==> config.mk <==
export PLATFORM = sky130hd
export DESIGN_NAME = pin_sense_unit
export DESIGN_NICKNAME = d
export VERILOG_FILES = /design/src/rtl/pin_sense_pkg.sv /design/src/rtl/pin_sense_ctrl.sv /design/src/rtl/pin_sense_dp.sv /design/src/rtl/pin_sense_unit.sv
export SDC_FILE = /design/constraint.sdc
export NUM_CORES = 1
export LEC_CHECK = 0
export BUFFER_PORTS_ARGS = -buffer_cell sky130_fd_sc_hd__buf_2
export CORE_ASPECT_RATIO = 1.25
export CORE_MARGIN = 8
export CORE_UTILIZATION = 35
export CTS_BUF_LIST = sky130_fd_sc_hd__clkbuf_8 sky130_fd_sc_hd__clkbuf_16
export CTS_CLUSTER_DIAMETER = 150
export CTS_CLUSTER_SIZE = 30
export DETAILED_ROUTE_END_ITERATION = 6
export PLACE_DENSITY = 0.56
export RECOVER_POWER = 50
export REMOVE_ABC_BUFFERS = 1
export SYNTH_ARGS = -nofsm -noshare
export SYNTH_HDL_FRONTEND = slang
export SYNTH_SLANG_ARGS = --single-unit
==> constraint.sdc <==
create_clock -name clk -period 2 [get_ports clk]
set_input_delay 0.1 -clock clk [delete_from_list [all_inputs] [get_ports clk]]
set_output_delay 0.1 -clock clk [all_outputs]
set_load 0.05 [all_outputs]
==> src/rtl/pin_sense_pkg.sv <==
package pin_sense_pkg;
  localparam int NUM_PINS = 8;
  localparam int MODE_W   = 2;
  localparam int SENSE_W  = NUM_PINS * MODE_W;
  localparam int ADDR_W   = 17;
  localparam int DATA_W   = 32;

  localparam logic [ADDR_W-1:0] STATUS_ADDR = 17'h00010;
  localparam logic [ADDR_W-1:0] SENSE_ADDR  = 17'h00014;
  localparam logic [ADDR_W-1:0] MASK_ADDR   = 17'h10010;

  typedef enum logic [MODE_W-1:0] {
    SENSE_LOW  = 2'd0,
    SENSE_FALL = 2'd1,
    SENSE_RISE = 2'd2,
    SENSE_BOTH = 2'd3
  } sense_e;

  // Strobes from the register control to the pin datapath
  typedef struct packed {
    logic [NUM_PINS-1:0] clrReq;   // software clear accepted (edge mode, bit written 0)
    logic [NUM_PINS-1:0] modeChg;  // mode field rewritten with a new value
  } strobe_t;
endpackage

==> src/rtl/pin_sense_ctrl.sv <==
module pin_sense_ctrl
  import pin_sense_pkg::*;
(
  input  logic                clk,
  input  logic                rstN,
  input  logic                wrEn,
  input  logic [ADDR_W-1:0]   addr,
  input  logic [DATA_W-1:0]   wrData,
  input  logic [NUM_PINS-1:0] statusQ,
  output logic [SENSE_W-1:0]  senseQ,
  output logic [NUM_PINS-1:0] maskQ,
  output strobe_t             strobe,
  output logic [DATA_W-1:0]   rdData
);
  logic hitStatus, hitSense, hitMask;

  assign hitStatus = (addr == STATUS_ADDR);
  assign hitSense  = (addr == SENSE_ADDR);
  assign hitMask   = (addr == MASK_ADDR);

  always_ff @(posedge clk or negedge rstN) begin
    if (!rstN) begin
      senseQ <= '0;
      maskQ  <= '0;
    end else begin
      if (wrEn && hitSense) senseQ <= wrData[SENSE_W-1:0];
      if (wrEn && hitMask)  maskQ  <= wrData[NUM_PINS-1:0];
    end
  end

  for (genvar p = 0; p < NUM_PINS; p++) begin : g_strobe
    logic [MODE_W-1:0] curMode;
    logic [MODE_W-1:0] newMode;
    assign curMode = senseQ[p*MODE_W +: MODE_W];
    assign newMode = wrData[p*MODE_W +: MODE_W];
    assign strobe.clrReq[p]  = wrEn && hitStatus && !wrData[p] &&
                               (sense_e'(curMode) != SENSE_LOW);
    assign strobe.modeChg[p] = wrEn && hitSense && (newMode != curMode);
  end

  always_comb begin
    rdData = '0;
    if (hitStatus)     rdData[NUM_PINS-1:0] = statusQ;
    else if (hitSense) rdData[SENSE_W-1:0]  = senseQ;
    else if (hitMask)  rdData[NUM_PINS-1:0] = maskQ;
  end
endmodule

==> src/rtl/pin_sense_dp.sv <==
module pin_sense_dp
  import pin_sense_pkg::*;
(
  input  logic                clk,
  input  logic                rstN,
  input  logic [NUM_PINS-1:0] pinIn,
  input  logic [SENSE_W-1:0]  senseQ,
  input  strobe_t             strobe,
  output logic [NUM_PINS-1:0] statusQ
);
  logic [NUM_PINS-1:0] syncA, syncB, prevB;

  // Pins idle high, so the synchroniser and history reset to 1
  always_ff @(posedge clk or negedge rstN) begin
    if (!rstN) begin
      syncA <= '1;
      syncB <= '1;
      prevB <= '1;
    end else begin
      syncA <= pinIn;
      syncB <= syncA;
      prevB <= syncB;
    end
  end

  for (genvar p = 0; p < NUM_PINS; p++) begin : g_pin
    sense_e mode;
    logic   rise, fall, hit;

    assign mode = sense_e'(senseQ[p*MODE_W +: MODE_W]);
    assign rise = syncB[p] & ~prevB[p];
    assign fall = ~syncB[p] & prevB[p];

    always_comb begin
      unique case (mode)
        SENSE_FALL: hit = fall;
        SENSE_RISE: hit = rise;
        SENSE_BOTH: hit = rise | fall;
        default:    hit = 1'b0;
      endcase
    end

    always_ff @(posedge clk or negedge rstN) begin
      if (!rstN)                    statusQ[p] <= 1'b0;
      else if (strobe.modeChg[p])   statusQ[p] <= 1'b0;
      else if (mode == SENSE_LOW)   statusQ[p] <= ~syncB[p];
      else if (hit)                 statusQ[p] <= 1'b1;
      else if (strobe.clrReq[p])    statusQ[p] <= 1'b0;
    end
  end
endmodule

==> src/rtl/pin_sense_unit.sv <==
module pin_sense_unit
  import pin_sense_pkg::*;
(
  input  logic                clk,
  input  logic                rstN,
  input  logic [NUM_PINS-1:0] pinIn,
  input  logic                wrEn,
  input  logic [ADDR_W-1:0]   addr,
  input  logic [DATA_W-1:0]   wrData,
  output logic [DATA_W-1:0]   rdData,
  output logic [NUM_PINS-1:0] irqOut
);
  logic [NUM_PINS-1:0] statusQ;
  logic [NUM_PINS-1:0] maskQ;
  logic [SENSE_W-1:0]  senseQ;
  strobe_t             strobe;

  pin_sense_ctrl u_ctrl (
    .clk    (clk),
    .rstN   (rstN),
    .wrEn   (wrEn),
    .addr   (addr),
    .wrData (wrData),
    .statusQ(statusQ),
    .senseQ (senseQ),
    .maskQ  (maskQ),
    .strobe (strobe),
    .rdData (rdData)
  );

  pin_sense_dp u_dp (
    .clk    (clk),
    .rstN   (rstN),
    .pinIn  (pinIn),
    .senseQ (senseQ),
    .strobe (strobe),
    .statusQ(statusQ)
  );

  assign irqOut = statusQ & ~maskQ;
endmodule

==> summary.md <==
| Metric | Value |
|---|---|
| CP Capture Type | register |
| Clock Latency Late Sink | 0.29 ns |
| Max Clock Freq | 546 MHz |
| Initial antenna violation count | 0 |
| Fin crit share | 0.916 |
| Rows | 40 |
| Int Pwr | 1.80 mW |
| Slew Viols, Final | 0 |
| Dominant synthesized flop cell | dfrtp_1 |
| WL/cell | 14.8 um |
| Clock Tree Root | clkbuf_16 |
| Least-Margin Pin Slew | 1.30 ns |
| Total gr overflow | 0 |
| Flop-to-flop setup slack | 0.17 ns |
| First-pass GRT wire length | 13.0 mm |
| Drt first pass iters | 4 |
| Crit Reg-Reg Endpoint | u_dp.statusQ[6] |
| Final Skew | 0.00374 ns |
| Core Region | 0.00956 mm2 |
| Switch Pwr | 0.655 mW |
| Port Buffers | 67 |
| DP Cell Count | 500 |
| Post-CTS Repair Setup Buffers | 0 |
| Critical Path Fanout Max | 4 |
| Largest net degree at the start of global routing | 37 |
| Via count | 2,493 |
| Drt initial violations | 106 |
| Fin nets | 466 |
| Seq/Total Area, Yosys | 0.419 |
| Crit path capture | u_dp.statusQ[6] |
| Ant diodes | 0 |
| Worst Setup Path Type | reg -> reg |
| Total Routing Usage GR | 0.118 |
| Pwr per Cell Area | 597 mW/mm2 |
| DR vias/cell | 4.82 |
| Commonest cells after routing, fill and taps aside | 65 x buf_2, 32 x dfrtp_1, 24 x nor2_1 |
| RSZ-0062 raised after global routing | no |
| Worst Setup SP | u_dp.syncB[6] |
| Vias in the first global route | 2,594 |
| DIE WIDTH | 104 um |
| # resized after CTS | 0 |
| Mean post-synth cell area | 11.0 um2 |
| Layout fillers | 932 |
| Worst ir drop on vdd | 0.454 mV |
| Initial core utilization | 0.357 |
| Top Ports | 100 |
| Leak Pwr | 1.95 nW |
| GP Congestion | 0.743 |
| DP Area | 0.00387 mm2 |
| FF-to-FF Start | u_dp.syncB[6] |
| R2r worst-path depth | 5 |
| Power Total | 2.45 mW |
| Min Hold Slack | 0.0615 ns |
| TritonCTS clock tree | done |
| Layout cell share with drive strength beyond 1 | 0.371 |
| Busiest grt layer | met2 |
| Setup Viol. Count Final | 0 |
| Residual DRC | 0 |
| Yosys cell types | 43 |
| Post-route cell area | 0.00411 mm2 |
| Clock transition at path regs | 0.07 ns |
| Switching part of the total | 0.267 |
| Die Span Y | 126 um |
| Outcome | finished, final reports clean |
| Logic pwr share | 0.142 |
| M1 GR Usage | 0.146 |
| Area Growth Syn to Fin | 20.4% |
| Worst Path Required | 2.17 ns |
| Setup TNS | 0 ns |
| Hold buffer count at cts | 9 |
| Die ar. | 0.0132 mm2 |
| CP Launch Type | register |
| #FFs+latches synth | 56 |
| Commonest non-fill, non-tap cell in the layout | buf_2 |
| FF/Latch Area | 0.00143 mm2 |
| Maximum clock path buffer count | 2 |
| Number of flops mapped to enable cells by yosys | 0 |
| Synthesized area | 0.00341 mm2 |
| Final HPWL DP | 5.65 mm |
| Grt met2 use | 0.201 |
| Setup ws final | 0.169 ns |
| Worst hold path class | in -> reg |
| Syn Inst Count | 310 |
| CTS Sinks | 56 |
| MaxCap Viol Count | 0 |
| Area of the multi-input gates | 0.00176 mm2 |
| Clock power frac | 0.367 |
| Final wirelength | 7.65 mm |
| Synth warn | 0 |
| Worst slack, placed | 0.199 ns |
| Fin. Hold Viols | 0 |
| Final Core Density | 0.430 |
| Min Tclk post-route | 1.83 ns |
| H-Tree Level Count | 2 |
| Routed Antenna Nets | 0 |
| Finished Layout Cells | 517 |
| Ys async rst share | 1.00 |
| Reg power frac | 0.491 |
| Relative slew slack | 0.130 |
| CTS Buf Count | 5 |
| Met3 usage | 0.0253 |
| CP arrival | 2.00 ns |
-- worst max-delay path, cell delays in order, from the launching register on --
cell and delay (ns):
dfstp_1 0.58, inv_1 0.06, ha_1 0.19, or4b_2 0.60, o221ai_1 0.19, a21oi_1 0.10
-- final cells by class --
cell class | count | area share
Clock buffer | 6 | 0.0338
Clock inverter | 2 | 0.00365
Inverter | 23 | 0.0210
Multi-Input combinational cell | 218 | 0.428
Sequential cell | 56 | 0.348
Tap cell | 126 | 0.0383
Timing Repair Buffer | 86 | 0.127
-- power by group through the flow --
stage                     Combinational, mW  Clock [mW]  Sequential (mW)
after detailed placement              0.338           0             1.23
after CTS                             0.353       0.936             1.21
after global placement                0.331           0             1.23
after global routing                  0.385       0.980             1.21
after floorplan                       0.197           0             1.22
final                                 0.348       0.901             1.21
-- worst min-delay path by stage --
stage | cells past startpoint | to | startpoint
floorplan | 0 | u_ctrl.maskQ[0] | rstN
global placement | 1 | u_ctrl.senseQ[13] | rstN
detailed placement | 1 | u_ctrl.senseQ[12] | rstN
CTS | 2 | u_ctrl.senseQ[10] | wrData[10]
global route | 2 | u_ctrl.senseQ[10] | wrData[10]
finish | 2 | u_ctrl.senseQ[12] | wrData[12]
-- flip-flops by register name, indices dropped and copies added (netlist names) --
| register | flops |
|---|---|
| u_dp.statusQ | 8 |
| u_dp.syncA | 8 |
| u_dp.prevB | 8 |
| u_ctrl.maskQ | 8 |
| u_ctrl.senseQ | 16 |
| u_dp.syncB | 8 |
-- Yosys cell counts, types with 2 or more instances --
cell type / instances / share of area
mux2_4: 10 / 0.044
xor2_1: 14 / 0.036
dfstp_2: 24 / 0.18
o21ai_0: 9 / 0.013
nor2b_1: 8 / 0.015
a21oi_1: 15 / 0.022
nor3b_1: 2 / 0.0044
or4b_2: 5 / 0.015
nand2_1: 4 / 0.0044
inv_1: 23 / 0.025
nor3_4: 2 / 0.0095
buf_4: 19 / 0.042
dfrtp_1: 32 / 0.23
o22ai_1: 7 / 0.013
o221ai_1: 5 / 0.013
a31oi_1: 4 / 0.0073
nor4_4: 2 / 0.012
nand2b_1: 15 / 0.027
clkbuf_1: 6 / 0.0066
a2bb2oi_1: 2 / 0.0051
mux2_2: 14 / 0.046
and2_1: 8 / 0.015
nor2_1: 24 / 0.026
or3b_2: 5 / 0.013
ha_1: 16 / 0.059
mux2i_1: 18 / 0.053
-- layer usage --
layer	vias to the layer above	share of wire
li1	1194	-
met1	1227	0.45
met2	66	0.49
met3	6	0.049
met4	0	0.012
met5	-	0
-- kinds of logic (layout without fill, tap and decap cells) --
family | count (synthesis) | after routing | share of synthesized area
AND/OR/NAND/NOR | 83 | 83 | 0.174
flip-flops | 56 | 56 | 0.419
buffers and inverters | 51 | 117 | 0.0821
AO/OA/AOI/OAI | 46 | 46 | 0.0835
multiplexers | 42 | 42 | 0.143
adder cells (fa/ha/maj) | 16 | 16 | 0.0586
XOR/XNOR | 15 | 15 | 0.0385
other | 1 | 16 | 0.00110
(Power assumes the default switching activity.)
